$ cat config.mk
export PLATFORM = sky130hd
export DESIGN_NAME = rtc_serial_top
export DESIGN_NICKNAME = d
export VERILOG_FILES = /design/src/rtl/rtc_pkg.sv /design/src/rtl/rtc_time_counters.sv /design/src/rtl/rtc_serial_port.sv /design/src/rtl/rtc_serial_top.sv
export SDC_FILE = /design/constraint.sdc
export NUM_CORES = 1
export LEC_CHECK = 0
export BUFFER_PORTS_ARGS = -buffer_cell sky130_fd_sc_hd__buf_2
export CORE_MARGIN = 3
export CORE_UTILIZATION = 40
export CTS_CLUSTER_DIAMETER = 80
export CTS_CLUSTER_SIZE = 20
export DETAILED_ROUTE_END_ITERATION = 7
export GPL_TIMING_DRIVEN = 0
export HOLD_SLACK_MARGIN = 0.02
export MAX_ROUTING_LAYER = met4
export PLACE_DENSITY_LB_ADDON = 0.1
export SYNTH_ARGS = -nofsm -noshare
export SYNTH_HDL_FRONTEND = slang
export SYNTH_SLANG_ARGS = --single-unit
$ cat constraint.sdc
create_clock -name clk -period 4.7 [get_ports clk]
set_input_delay 0.235 -clock clk [delete_from_list [all_inputs] [get_ports clk]]
set_output_delay 0.235 -clock clk [all_outputs]
set_load 0.03 [all_outputs]
$ cat src/rtl/rtc_pkg.sv
package rtc_pkg;
  localparam int FRAME_BITS = 52;

  // Packed so that bit 0 is the seconds LSB, matching the serial order.
  typedef struct packed {
    logic [7:0] year;
    logic [7:0] month;
    logic [7:0] day;
    logic [3:0] dow;
    logic [7:0] hour;
    logic [7:0] minute;
    logic [7:0] sec;
  } rtc_time_t;

  // Two-digit BCD increment. Returns {wrapped, next value}.
  function automatic logic [8:0] bcd_step(input logic [7:0] v,
                                          input logic [7:0] top,
                                          input logic [7:0] base);
    logic [8:0] r;
    if (v == top)
      r = {1'b1, base};
    else if (v[3:0] == 4'd9)
      r = {1'b0, v[7:4] + 4'd1, 4'd0};
    else
      r = {1'b0, v[7:4], v[3:0] + 4'd1};
    return r;
  endfunction

  // Last day of a BCD month, no leap years.
  function automatic logic [7:0] month_last_day(input logic [7:0] m);
    logic [7:0] r;
    case (m)
      8'h02:                      r = 8'h28;
      8'h04, 8'h06, 8'h09, 8'h11: r = 8'h30;
      default:                    r = 8'h31;
    endcase
    return r;
  endfunction
endpackage

$ cat src/rtl/rtc_time_counters.sv
module rtc_time_counters
  import rtc_pkg::*;
#(
  parameter int TICKS_PER_SEC = 32768
) (
  input  logic      clk,
  input  logic      rst_n,
  input  logic      tick_en,
  input  logic      hold_presc,
  input  logic      load_en,
  input  rtc_time_t load_val,
  output rtc_time_t cur,
  output logic      time_unset
);
  localparam int PW = (TICKS_PER_SEC > 2) ? $clog2(TICKS_PER_SEC) : 1;
  localparam logic [PW-1:0] PLAST = PW'(TICKS_PER_SEC - 1);

  logic [PW-1:0] presc_q, presc_d;
  logic          presc_en;
  rtc_time_t     time_q, time_d;
  logic          time_en;
  logic          unset_q;
  logic          sec_carry;

  logic [8:0] s_n, m_n, h_n, d_n, mo_n, y_n;
  logic [7:0] day_top;
  logic [3:0] dow_n;

  // Candidate next value of every field.
  always_comb begin
    s_n     = bcd_step(time_q.sec,    8'h59, 8'h00);
    m_n     = bcd_step(time_q.minute, 8'h59, 8'h00);
    h_n     = bcd_step(time_q.hour,   8'h23, 8'h00);
    day_top = month_last_day(time_q.month);
    d_n     = bcd_step(time_q.day,    day_top, 8'h01);
    mo_n    = bcd_step(time_q.month,  8'h12, 8'h01);
    y_n     = bcd_step(time_q.year,   8'h99, 8'h00);
    dow_n   = (time_q.dow == 4'd7) ? 4'd1 : time_q.dow + 4'd1;
  end

  // Prescaler: held at zero while a write has the carry blocked.
  always_comb begin
    presc_d   = presc_q;
    sec_carry = 1'b0;
    if (hold_presc) begin
      presc_d = '0;
    end else if (tick_en) begin
      if (presc_q == PLAST) begin
        presc_d   = '0;
        sec_carry = 1'b1;
      end else begin
        presc_d = presc_q + 1'b1;
      end
    end
  end
  assign presc_en = hold_presc | tick_en;

  // Carry chain; a committed frame takes priority over a carry.
  always_comb begin
    time_d = time_q;
    if (load_en) begin
      time_d        = load_val;
      time_d.sec[7] = 1'b0;
    end else if (sec_carry) begin
      time_d.sec = s_n[7:0];
      if (s_n[8]) begin
        time_d.minute = m_n[7:0];
        if (m_n[8]) begin
          time_d.hour = h_n[7:0];
          if (h_n[8]) begin
            time_d.dow = dow_n;
            time_d.day = d_n[7:0];
            if (d_n[8]) begin
              time_d.month = mo_n[7:0];
              if (mo_n[8])
                time_d.year = y_n[7:0];
            end
          end
        end
      end
    end
  end
  assign time_en = load_en | sec_carry;

  always_ff @(posedge clk or negedge rst_n) begin
    if (!rst_n) begin
      presc_q <= '0;
      time_q  <= '{year: 8'h00, month: 8'h01, day: 8'h01, dow: 4'd1,
                   hour: 8'h00, minute: 8'h00, sec: 8'h00};
      unset_q <= 1'b1;
    end else begin
      if (presc_en) presc_q <= presc_d;
      if (time_en)  time_q  <= time_d;
      if (load_en)  unset_q <= 1'b0;
    end
  end

  assign cur        = time_q;
  assign time_unset = unset_q;
endmodule

$ cat src/rtl/rtc_serial_port.sv
module rtc_serial_port
  import rtc_pkg::*;
#(
  parameter int FB = FRAME_BITS
) (
  input  logic                          clk,
  input  logic                          rst_n,
  input  logic                          ce,
  input  logic                          wr,
  input  logic                          sclk,
  input  logic                          sdin,
  input  logic [FB-1:0]                 snap,
  output logic                          sdout,
  output logic                          sdoe,
  output logic                          commit,
  output logic [FB-1:0]                 commit_word,
  output logic                          hold,
  output logic [$clog2(FB+1)-1:0]       bit_cnt
);
  localparam int CW = $clog2(FB + 1);
  localparam logic [CW-1:0] CNT_FULL = CW'(FB);
  localparam logic [CW-1:0] CNT_LAST = CW'(FB - 1);

  logic          sclk_q;
  logic          sclk_rise, sclk_fall;
  logic          rd_mode, wr_mode;
  logic [FB-1:0] sh_q, sh_d;
  logic          sh_en;
  logic [CW-1:0] cnt_q, cnt_d;
  logic          hold_q, hold_d;

  assign sclk_rise = sclk & ~sclk_q;
  assign sclk_fall = ~sclk & sclk_q;
  assign rd_mode   = ce & ~wr;
  assign wr_mode   = ce & wr;

  always_comb begin
    sh_d   = sh_q;
    sh_en  = 1'b0;
    cnt_d  = cnt_q;
    hold_d = hold_q;
    commit = 1'b0;
    if (!ce) begin
      cnt_d  = '0;
      hold_d = 1'b0;
    end else begin
      if (sclk_rise && cnt_q != CNT_FULL) begin
        cnt_d = cnt_q + 1'b1;
        sh_en = 1'b1;
        if (rd_mode) begin
          sh_d = (cnt_q == '0) ? snap : {1'b0, sh_q[FB-1:1]};
        end else begin
          sh_d = {sdin, sh_q[FB-1:1]};
          if (cnt_q == CNT_LAST) commit = 1'b1;
        end
      end
      if (wr_mode && sclk_fall && cnt_q == CW'(1))
        hold_d = 1'b1;
    end
  end

  always_ff @(posedge clk or negedge rst_n) begin
    if (!rst_n) begin
      sclk_q <= 1'b0;
      sh_q   <= '0;
      cnt_q  <= '0;
      hold_q <= 1'b0;
    end else begin
      sclk_q <= sclk;
      if (sh_en) sh_q <= sh_d;
      cnt_q  <= cnt_d;
      hold_q <= hold_d;
    end
  end

  assign commit_word = {sdin, sh_q[FB-1:1]};
  assign sdout       = sh_q[0];
  assign sdoe        = rd_mode;
  assign hold        = hold_q;
  assign bit_cnt     = cnt_q;
endmodule

$ cat src/rtl/rtc_serial_top.sv
module rtc_serial_top
  import rtc_pkg::*;
#(
  parameter int TICKS_PER_SEC = 32768
) (
  input  logic clk,
  input  logic rst_n,
  input  logic tick_en,
  input  logic ce,
  input  logic wr,
  input  logic sclk,
  input  logic data_i,
  output logic data_o,
  output logic data_oe
);
  localparam int CW = $clog2(FRAME_BITS + 1);

  logic [1:0]            rst_sync;
  logic                  rst_n_int;
  rtc_time_t             cur_time;
  logic                  time_unset;
  logic [FRAME_BITS-1:0] snap;
  logic                  commit;
  logic [FRAME_BITS-1:0] commit_word;
  logic                  hold;
  logic [CW-1:0]         bit_cnt;

  // Asynchronous assertion, synchronous release.
  always_ff @(posedge clk or negedge rst_n) begin
    if (!rst_n) rst_sync <= 2'b00;
    else        rst_sync <= {rst_sync[0], 1'b1};
  end
  assign rst_n_int = rst_sync[1];

  assign snap = {cur_time[FRAME_BITS-1:8], time_unset, cur_time[6:0]};

  rtc_serial_port #(.FB(FRAME_BITS)) u_port (
    .clk         (clk),
    .rst_n       (rst_n_int),
    .ce          (ce),
    .wr          (wr),
    .sclk        (sclk),
    .sdin        (data_i),
    .snap        (snap),
    .sdout       (data_o),
    .sdoe        (data_oe),
    .commit      (commit),
    .commit_word (commit_word),
    .hold        (hold),
    .bit_cnt     (bit_cnt)
  );

  rtc_time_counters #(.TICKS_PER_SEC(TICKS_PER_SEC)) u_cnt (
    .clk        (clk),
    .rst_n      (rst_n_int),
    .tick_en    (tick_en),
    .hold_presc (hold),
    .load_en    (commit),
    .load_val   (rtc_time_t'(commit_word)),
    .cur        (cur_time),
    .time_unset (time_unset)
  );
endmodule

==> results of run 1 <==
flip-flops by register name, summed over array words and instances, names as in the netlist:
register / count
rst_sync: 2
u_cnt.cur: 52
u_cnt.presc_q: 15
u_cnt.time_unset: 1
u_port.bit_cnt: 6
u_port.hold: 1
u_port.sclk_q: 1
u_port.sh_q: 52
cell type report:
class / instances / area [um^2]
fillers: 1682 / 9318
multi-input cells: 616 / 3829
flip-flops and latches: 130 / 3262
clock buffers: 23 / 478.0
well taps: 225 / 281.5
plain buffers: 36 / 140.1
repair buffers: 11 / 87.58
clock inverters: 9 / 81.33
inverters: 16 / 60.06
cells in the mapped netlist, types with 3 or more instances:
master and count:
a211oi_1 3, a21o_1 4, a21oi_1 36, a31oi_1 10, and2_1 9, and3_1 6
and3b_1 4, clkbuf_1 32, dfrtp_1 126, dfstp_2 4, ha_1 27, inv_1 16
mux2i_1 56, nand2_1 118, nand2b_1 7, nand3_1 33, nand3b_1 10, nand4_1 8
nor2_1 55, nor2b_1 11, nor3_1 10, nor3b_1 3, nor4_1 8, o211ai_1 4
o21a_1 5, o21ai_0 100, o21ai_1 4, o31ai_1 5, or2_2 5, or3_1 7
or4_1 5, xnor2_1 11, xor2_1 8
per-stage QoR:
stage	instance area, um^2	util [%]	cells	setup WS [ns]	power, mW
2_1_floorplan	7287	-	798	0.8169	1.393
3_3_place_gp	7609	43.39	1031	-0.8148	1.445
3_5_place_dp	7640	43.56	1032	0.9396	1.456
4_1_cts	8219	46.87	1066	0.9006	2.727
5_1_grt	8219	46.87	1066	0.6502	2.823
6_report	8219	46.87	1066	0.8716	2.699
power groups by stage:
stage	registers [mW]	logic, mW	clock network (mW)
final	1.26	0.172	1.26
after global routing	1.28	0.196	1.35
after global placement	1.29	0.153	0
after CTS	1.26	0.175	1.29
after detailed placement	1.28	0.173	0
after floorplan	1.27	0.121	0
placed cells by master, fill, tap and decap left out, types with 6 or more instances in the layout:
cell type    n
a21oi_1     36
a31oi_1     10
and2_1       9
and3_1       6
buf_2        9
clkbuf_1    35
clkbuf_16   17
dfrtp_1    125
ha_1        27
inv_1       16
mux2i_1     56
nand2_1    118
nand2b_1     7
nand3_1     33
nand3b_1    10
nand4_1      8
nor2_1      55
nor2b_1     11
nor3_1      10
nor4_1       8
o21ai_0    100
or3_1        7
xnor2_1     11
xor2_1       8
final timing paths:
kind	from	end	slack [ns]
setup / recovery	u_cnt.cur[20]	u_cnt.cur[37]	0.87
hold / removal	rst_n	rst_sync[1]	0.13
setup reg to reg	u_cnt.cur[20]	u_cnt.cur[37]	0.87
hold reg to reg	rst_sync[0]	rst_sync[1]	0.36
max in group asynchronous	rst_sync[1]	u_cnt.cur[36]	3.42
min in group clk	data_i	u_cnt.cur[51]	0.14
layer usage:
layer / vias to the layer above / GRT usage, %
li1: 2910 / -
met1: 2969 / 25.41
met2: 126 / 32.03
met3: 22 / 4.444
met4: 0 / 5.813
met5: - / -
timing repair:
action / 4_1_cts / 5_1_grt
endpoints found under the hold margin: 3 / 0
hold buffers: 2 / 0
resized for setup: 0 / 0
kinds of logic (layout without fill, tap and decap cells):
family,count (synthesis),after routing
simple gates,315,315
other cells,1,1
buf+inv,52,95
flops,130,130
xor+xnor,19,19
mux,58,58
compound gates,196,196
fa+ha+maj,27,27
==> impl_metrics.py, run 1 <==
metrics = {
    "die": {
        "row_count": 48,
        "start_util_pct": 41.55,
        "die-area_mm2": 0.01987,
        "core_area_mm2": 0.01754,
        "io_pins": 9,
        "die_height_um": 141.0,
        "die_x_um": 141.0,
    },
    "clocking": {
        "path_clk_slew_ns": 0.06,
        "htreeDepth": 4,
        "insertion_delay_ns": 0.42,
        "postCtsSetupBuffers": 0,
        "cts_sinks": 130,
        "clockRootBuffer": "clkbuf_16",
        "clockBufferDepth": 2,
        "cts_tree": "built",
        "cts_buffers": 17,
    },
    "detailed_routing": {
        "drc": 0,
        "via_per_inst": 5.654,
        "drtIter0Drc": 395,
        "dr.pass1.iters": 5,
        "num_vias": 6027,
        "highest_layer": "met4",
        "wl_met3_um": 701,
        "route.met2.wl_um": 8934,
        "wl_per_cell_um": 17.24,
        "ant_nets": 0,
        "drt_wl_total_um": 18380,
        "wl_met1_um": 8442,
    },
    "timing": {
        "finalSetupTns_ns": 0,
        "min_period_over_period_pct": 81.46,
        "worstMarginPinSlew_ns": 1.387,
        "rsz0062_at_grt": "false",
        "finalSetupViolCount": 0,
        "fin_skew_ns": 0.01067,
        "fmax_mhz": 261.2,
        "holdWs_ns": 0.1263,
        "min_period_ns": 3.828,
        "finalHoldViolations": 0,
        "relSlewSlack_pct": 6.825,
        "finalMaxSlewViolations": 0,
    },
    "logic_synthesis": {
        "syn_area_mm2": 0.007287,
        "yosys_warnings": 0,
        "ys.flop_type": "dfrtp_1",
        "synth_compound_area_share_pct": 15.57,
        "synth.area.mux_share_pct": 8.001,
        "ys_ff_latch": 130,
        "syn_inst": 798,
        "synthSimpleGateAreaFrac_pct": 22.00,
        "synth_top_area_share_pct": 43.27,
        "synth_top_family_by_area": "simple AND/OR/NAND/NOR gates",
        "synth-edff-count": 0,
        "synth_cell_types": 69,
        "synth_area_leaders": "dfrtp_1 43%, mux2i_1 7.7%, o21ai_0 6.9%, nand2_1 6.1%, ha_1 4.6%",
        "yosysTopAreaCell": "dfrtp_1",
        "ys_seq_area_share_pct": 44.71,
        "async_flop_share_pct": 100.0,
        "synthAdderAreaFrac_pct": 4.636,
        "synth_xor_area_share_pct": 2.284,
        "syn_area_per_cell_um2": 9.132,
        "syn-num-nets": 832,
    },
    "grt": {
        "grt_pass1_wl_um": 30820,
        "grt_max_degree": 69,
        "grt_pass1_vias": 6049,
        "gr-total-overflow": 0,
        "grt_util_all_layers_pct": 19.93,
        "antenna_found_initial": 0,
    },
    "place": {
        "hpwl_um": 12810,
        "io_buffer_count": 8,
        "gp_congestion": 0.8962,
    },
    "worst_setup_path": {
        "critical_path_required_ns": 4.98,
        "cp-start-kind": "flip-flop",
        "worstSetupEndpointType": "flip-flop",
        "cpPeakStageDelay_ns": 0.97,
        "path_depth": 9,
        "path_cells": "inv_1 > ha_1 > nor4b_1 > nand3_1 > nor4_1 > nand3_1 > clkbuf_1 > o21ai_0 > o21ai_0",
        "cp.buffers_inverters": 2,
        "slowest_stage": "nor4_1",
        "arrival_ns": 4.11,
        "worstSetupPathType": "flip-flop to flip-flop",
        "critPathMaxFanout": 10,
        "reg2reg_depth": 9,
        "cp_top_family": "simple AND/OR/NAND/NOR gates",
    },
    "power_and_ir_drop": {
        "switchingPower_mw": 0.6738,
        "static-leakage-power_nw": 3.419,
        "swShare_pct": 24.97,
        "pwr-share-seq_pct": 46.9,
        "clkPwrFrac_pct": 46.8,
        "share_comb_of_total_power_pct": 6.4,
        "power_density_mw_per_mm2": 328.3,
        "ir_drop_uv": 238.2,
        "internal-power_mw": 2.025,
    },
    "layout": {
        "drive_gt1_share_pct": 7.253,
        "n_antenna_cell": 0,
        "area_growth_pct": 12.79,
        "nets": 862,
    },
    "hold_path": {
        "hp-class": "input port to asynchronous set/reset pin",
    },
    "outcome": {
        "status": "complete, no violations",
    },
    "job": {
        "maxCapViolCount": 0,
    },
}
Note: power is estimated with default switching activity, not from simulation.
==> run 2, diff against run 1 <==
--- a/config.mk
+++ b/config.mk
@@ -5,6 +5,7 @@
 export SDC_FILE = /design/constraint.sdc
 export NUM_CORES = 1
 export LEC_CHECK = 0
+export ABC_AREA = 1
 export BUFFER_PORTS_ARGS = -buffer_cell sky130_fd_sc_hd__buf_2
 export CORE_MARGIN = 3
 export CORE_UTILIZATION = 40
==> constraint.sdc (replaced) <==
create_clock -name clk -period 3.47 [get_ports clk]
set_input_delay 0.1735 -clock clk [delete_from_list [all_inputs] [get_ports clk]]
set_output_delay 0.1735 -clock clk [all_outputs]
set_load 0.03 [all_outputs]
==> run 2 against run 1 <==
Net effect: area after synthesis rose by 1.5%; die area grew 1.4%; non-clock buffer count is 1 lower; register-to-register slack got worse by 0.14 ns; routed wire length rose by 3.9%; clock power is 43% higher; critical path type unchanged; critical path depth down 1; core utilization shrank 0.43 points; maximum frequency grew 40%; worst setup slack got worse by 0.14 ns; via count is 5.6% higher; cell area rose by 2.2%; critical endpoint is now u_port.sh_q[31].
==> impl_metrics.py, run 2 <==
metrics = {
    "outcome": {
        "status": "complete, no violations",
    },
    "die": {
        "core_area_mm2": 0.01809,
        "die_height_um": 142.0,
        "io_pins": 9,
        "die_x_um": 142.0,
        "start_util_pct": 40.89,
        "die-area_mm2": 0.02016,
        "row_count": 49,
    },
    "logic_synthesis": {
        "ys_ff_latch": 130,
        "syn_area_per_cell_um2": 7.744,
        "synth_xor_area_share_pct": 2.368,
        "synth.area.mux_share_pct": 0,
        "syn-num-nets": 989,
        "yosys_warnings": 0,
        "ys.flop_type": "dfrtp_1",
        "yosysTopAreaCell": "dfrtp_1",
        "synth.most_common_cell": "nand2_1",
        "synth_top_area_share_pct": 42.63,
        "synth_compound_area_share_pct": 17.51,
        "synthSimpleGateAreaFrac_pct": 21.54,
        "synth_cell_types": 48,
        "syn_inst": 955,
        "async_flop_share_pct": 100.0,
        "synthAdderAreaFrac_pct": 4.568,
        "ys_seq_area_share_pct": 44.05,
        "synth_area_leaders": "dfrtp_1 43%, nand2_1 8.6%, o21ai_0 7.8%, inv_1 7.4%, o22ai_1 5.3%",
        "synth_top_family_by_area": "simple AND/OR/NAND/NOR gates",
        "synth_common_cells": "170 x nand2_1, 146 x inv_1, 126 x dfrtp_1",
        "syn_area_mm2": 0.007396,
        "synth-edff-count": 0,
    },
    "layout": {
        "layout_commonest_cell": "nand2_1",
        "nets": 1021,
        "drive_gt1_share_pct": 7.823,
        "seq_area_mm2": 0.003262,
        "n_antenna_cell": 0,
        "multi_input_area_mm2": 0.003405,
        "fin_area_mm2": 0.008399,
        "area_growth_pct": 13.57,
        "mostFrequentLayoutCells": "170 x nand2_1, 146 x inv_1, 125 x dfrtp_1",
        "fillers": 1781,
    },
    "worst_setup_path": {
        "path_common_cell": "clkbuf_1",
        "critical_path_required_ns": 3.74,
        "worstSetupEndpointType": "flip-flop",
        "cpPeakStageDelay_ns": 0.55,
        "cp-start-kind": "flip-flop",
        "slowest_stage": "nor2_1",
        "reg2reg_depth": 8,
        "path_cells": "inv_1 > ha_1 > nand4_1 > nand2_1 > nor2_1 > clkbuf_1 > clkbuf_1 > o22ai_1",
        "worstSetupPathType": "flip-flop to flip-flop",
        "critPathMaxFanout": 10,
        "reg2reg_to": "u_port.sh_q[31]",
        "arrival_ns": 3.01,
        "r2r-start": "u_port.bit_cnt[0]",
        "reg2reg_setup_slack_ns": 0.73,
    },
    "timing": {
        "fmax_mhz": 365.1,
        "finalHoldViolations": 0,
        "finalSetupViolCount": 0,
        "min_period_ns": 2.739,
        "relSlewSlack_pct": 53.57,
        "fin_skew_ns": 0.009599,
        "rsz0062_at_grt": "false",
        "finalSetupTns_ns": 0,
        "worstMarginPinSlew_ns": 0.6938,
        "holdWs_ns": 0.06935,
        "finalMaxSlewViolations": 0,
        "min_period_over_period_pct": 78.93,
    },
    "clocking": {
        "cts_buffers": 17,
        "clockRootBuffer": "clkbuf_16",
        "htreeDepth": 4,
        "clockBufferDepth": 2,
        "cts_tree": "built",
        "cts-resized-gates": 0,
        "cts_sinks": 130,
        "insertion_delay_ns": 0.42,
        "path_clk_slew_ns": 0.06,
    },
    "detailed_routing": {
        "dr.pass1.iters": 7,
        "drc": 0,
        "wl_per_cell_um": 15.57,
        "ant_nets": 0,
        "drt_wl_total_um": 19090,
        "via_per_inst": 5.190,
        "drtIter0Drc": 339,
        "num_vias": 6363,
    },
    "grt": {
        "grt_pass1_wl_um": 32080,
        "grt_pass1_vias": 6155,
        "grt_max_degree": 61,
        "antenna_found_initial": 0,
        "grt_util_all_layers_pct": 20.55,
        "gr-total-overflow": 0,
    },
    "place": {
        "dpl_cell_area_mm2": 0.007781,
        "hpwl_um": 13260,
        "gp_congestion": 0.8455,
        "io_buffer_count": 8,
    },
    "job": {
        "maxCapViolCount": 0,
    },
    "power_and_ir_drop": {
        "ir_drop_uv": 294.7,
        "power_density_mw_per_mm2": 492.6,
        "finalPower_mw": 4.137,
        "static-leakage-power_nw": 4.132,
    },
    "hold_path": {
        "hp-class": "input port to asynchronous set/reset pin",
    },
}
## run 2: changes by cell type after synthesis, moves of 16 or more
| cell | previous run | this run |
|---|---|---|
| inv_1 | 16 | 146 |
| o22ai_1 | 1 | 63 |
| mux2i_1 | 56 | 0 |
| nand2_1 | 118 | 170 |
| nor2_1 | 55 | 103 |
| a21oi_1 | 36 | 20 |
| o21ai_0 | 100 | 116 |
## run 2: worst max-delay path, delay by kind of cell, from the launching register on
kind	cells	cell delay, ns
adder cells (fa/ha/maj)	1	0.22
AO/OA/AOI/OAI	1	0.17
AND/OR/NAND/NOR	3	0.73
flip-flops	1	0.39
buffers and inverters	3	1.06
## run 2: final cells by class
class                           instances  share of cell area (%)
Buffer                                 33                   1.981
Tap cell                              229                   3.411
Clock inverter                          4                  0.8640
Timing Repair Buffer                   13                   1.490
Inverter                              151                   6.748
Sequential cell                       130                   38.84
Multi-Input combinational cell        641                   40.53
Clock buffer                           25                   6.137
## run 2: kinds of logic (layout without fill, tap and decap cells)
group	count (synthesis)	count (layout)
simple gates	363	363
xor+xnor	20	20
compound gates	230	230
flops	130	130
other cells	1	1
buf+inv	184	226
fa+ha+maj	27	27
## run 2: power by group
group | leakage (nW) | switching [mW] | internal, mW
Combinational | 2.24 | 0.302 | 0.183
Clock | 0.287 | 0.644 | 1.16
Sequential | 1.61 | 0.137 | 1.71
Total | 4.13 | 1.08 | 3.05
## run 2: worst max-delay path by stage
stage	slack, ns	to	start	depth (start not counted)
final	0.73	u_port.sh_q[31]	u_port.bit_cnt[0]	8
after global routing	0.53	u_port.sh_q[41]	u_port.bit_cnt[0]	8
after CTS	0.72	u_port.sh_q[31]	u_port.bit_cnt[0]	8
after detailed placement	0.72	u_port.sh_q[31]	u_port.bit_cnt[0]	8
after global placement	0.35	u_cnt.cur[42]	rst_sync[1]	0
after floorplan	1.31	u_cnt.cur[0]	rst_sync[1]	0
## run 2: what timing repair did
item,CTS,global route
setup buffers,0,0
hold buffers,3,0
hold endpoints to repair,4,0
## run 2: metal layers
metal  vias to the layer above  share of wire [%]  track usage (%)
met1                      3020                 50            28.90
li1                       3217                  -                -
met2                       108                 45            30.55
met5                         -                  0                -
met4                         0               0.93            4.394
met3                        18                4.3            4.738
## run 2: per-stage QoR
stage	worst slack (ns)	utilization, %	std cells
3_5_place_dp	0.7230	43.02	1194
4_1_cts	0.7192	46.44	1226
6_report	0.7312	46.44	1226
2_1_floorplan	1.310	-	955
5_1_grt	0.5269	46.44	1226
3_3_place_gp	0.3535	42.70	1192
==> run 3, diff against run 2 <==
==> constraint.sdc (replaced) <==
create_clock -name clk -period 2.81 [get_ports clk]
set_input_delay 0.1405 -clock clk [delete_from_list [all_inputs] [get_ports clk]]
set_output_delay 0.1405 -clock clk [all_outputs]
set_load 0.03 [all_outputs]
==> run 3 against run 2 <==
Net effect: sequential power up 23%; worst setup slack worse by 0.52 ns; critical path type unchanged; maximum frequency up 5.5%; first-iteration DRC count up 5.6%; critical path depth unchanged; combinational power up 24%.
==> impl_metrics.py, run 3 (same netlist as run 2, synthesis figures left out) <==
metrics = {
    "worst_setup_path": {
        "cp-start-kind": "flip-flop",
        "path_common_cell": "clkbuf_1",
        "worstSetupPathType": "flip-flop to flip-flop",
        "critPathMaxFanout": 10,
        "path_cells": "inv_1 > ha_1 > nand4_1 > nand2_1 > nor2_2 > clkbuf_1 > clkbuf_1 > o22ai_1",
        "worstSetupEndpointType": "flip-flop",
        "cpPeakStageDelay_ns": 0.52,
        "critical_path_required_ns": 3.09,
        "slowest_stage": "clkbuf_1",
        "arrival_ns": 2.87,
    },
    "layout": {
        "fin_area_mm2": 0.008412,
        "nets": 1022,
        "multi_input_area_mm2": 0.003407,
        "n_antenna_cell": 0,
        "drive_gt1_share_pct": 7.916,
        "fillers": 1779,
        "layout_commonest_cell": "nand2_1",
        "mostFrequentLayoutCells": "170 x nand2_1, 146 x inv_1, 125 x dfrtp_1",
        "area_growth_pct": 13.74,
        "seq_area_mm2": 0.003262,
    },
    "power_and_ir_drop": {
        "ir_drop_uv": 365.3,
        "power_density_mw_per_mm2": 608.0,
        "static-leakage-power_nw": 4.136,
    },
    "detailed_routing": {
        "via_per_inst": 5.215,
        "dr.pass1.iters": 7,
        "drtIter0Drc": 358,
        "ant_nets": 0,
        "drt_wl_total_um": 19150,
        "wl_per_cell_um": 15.61,
        "drc": 0,
        "num_vias": 6399,
    },
    "clocking": {
        "cts_tree": "built",
        "htreeDepth": 4,
        "clockRootBuffer": "clkbuf_16",
        "insertion_delay_ns": 0.42,
        "cts_buffers": 17,
        "clockBufferDepth": 2,
        "path_clk_slew_ns": 0.05,
        "cts_sinks": 130,
    },
    "grt": {
        "antenna_found_initial": 0,
        "grt_util_all_layers_pct": 20.55,
        "grt_pass1_vias": 6155,
        "grt_max_degree": 61,
        "gr-total-overflow": 0,
        "grt_pass1_wl_um": 32080,
    },
    "timing": {
        "finalSetupViolCount": 0,
        "fmax_mhz": 385.2,
        "min_period_ns": 2.596,
        "holdWs_ns": 0.04623,
        "finalSetupTns_ns": 0,
        "finalHoldViolations": 0,
        "layout_setup_ws_ns": 0.2141,
        "fin_skew_ns": 0.01101,
        "rsz0062_at_grt": "false",
        "relSlewSlack_pct": 54.52,
        "finalMaxSlewViolations": 0,
        "min_period_over_period_pct": 92.38,
        "worstMarginPinSlew_ns": 0.6823,
    },
    "die": {
        "start_util_pct": 40.89,
        "die-area_mm2": 0.02016,
        "die_height_um": 142.0,
        "die_x_um": 142.0,
        "io_pins": 9,
        "row_count": 49,
        "core_area_mm2": 0.01809,
    },
    "place": {
        "gp_congestion": 0.8455,
        "dpl_cell_area_mm2": 0.007781,
        "pre_cts_ws_ns": 0.06305,
        "io_buffer_count": 8,
        "hpwl_um": 13260,
    },
    "outcome": {
        "status": "complete, no violations",
    },
    "job": {
        "maxCapViolCount": 0,
    },
    "hold_path": {
        "hp-class": "input port to flip-flop",
    },
}
## run 3: cell types whose count changed in the layout (fill, tap and decap cells not counted)
| cell | previous run | this run |
|---|---|---|
| dlygate4sd3_1 | 3 | 4 |
| nor2_1 | 103 | 102 |
| nor2_2 | 2 | 3 |
## run 3: layout make-up
cell class	instances	share of cell area, %
multi-input combinational	641	40.50
clock buffer	25	6.128
timing repair buffer	14	1.606
sequential	130	38.78
inverter	151	6.738
clock inverter	4	0.8627
tap	229	3.406
buffer	33	1.978
## run 3: worst max-delay path: cells and delay by family (launching register included)
kind | cells | cell delay [ns]
buffers and inverters | 3 | 1.09
AND/OR/NAND/NOR | 3 | 0.56
flip-flops | 1 | 0.39
adder cells (fa/ha/maj) | 1 | 0.22
AO/OA/AOI/OAI | 1 | 0.17
## run 3: report_power, final
part,leakage [nW],internal (mW),switching (mW)
Sequential,1.61,2.11,0.169
Clock,0.287,1.43,0.799
Combinational,2.24,0.227,0.374
## run 3: timing repair
action,CTS,global route
endpoints found under the setup margin,0,36
resized for setup,0,1
endpoints found under the hold margin,5,0
hold buffers,4,0
buffers inserted,0,0
## run 3: through the flow
step	std cells	power (mW)	util, %
2_1_floorplan	955	2.714	-
6_report	1227	5.115	46.51
5_1_grt	1227	5.375	46.51
3_5_place_dp	1194	2.905	43.02
3_3_place_gp	1192	2.890	42.70
4_1_cts	1227	5.165	46.50
## run 3: final timing paths
check | startpoint | endpoint | slack [ns] | cells after the start
worst min register to register | rst_sync[1] | u_cnt.cur[10] | 0.23 | 0
worst max register to register | u_port.bit_cnt[0] | u_port.sh_q[31] | 0.21 | 8
max in group asynchronous | rst_sync[1] | u_cnt.time_unset | 1.93 | 1
worst max-delay path | u_port.bit_cnt[0] | u_port.sh_q[31] | 0.21 | 8
worst min-delay path | tick_en | u_cnt.presc_q[8] | 0.05 | 3
min in group asynchronous | rst_sync[1] | u_cnt.cur[10] | 0.23 | 0
## run 3: metal layers
metal,vias to the layer above,routed length [um],GRT usage [%]
met2,105,8561,30.55
met5,-,0,-
met4,0,170,4.394
met3,14,792,4.738
li1,3220,-,-
met1,3060,9625,28.90
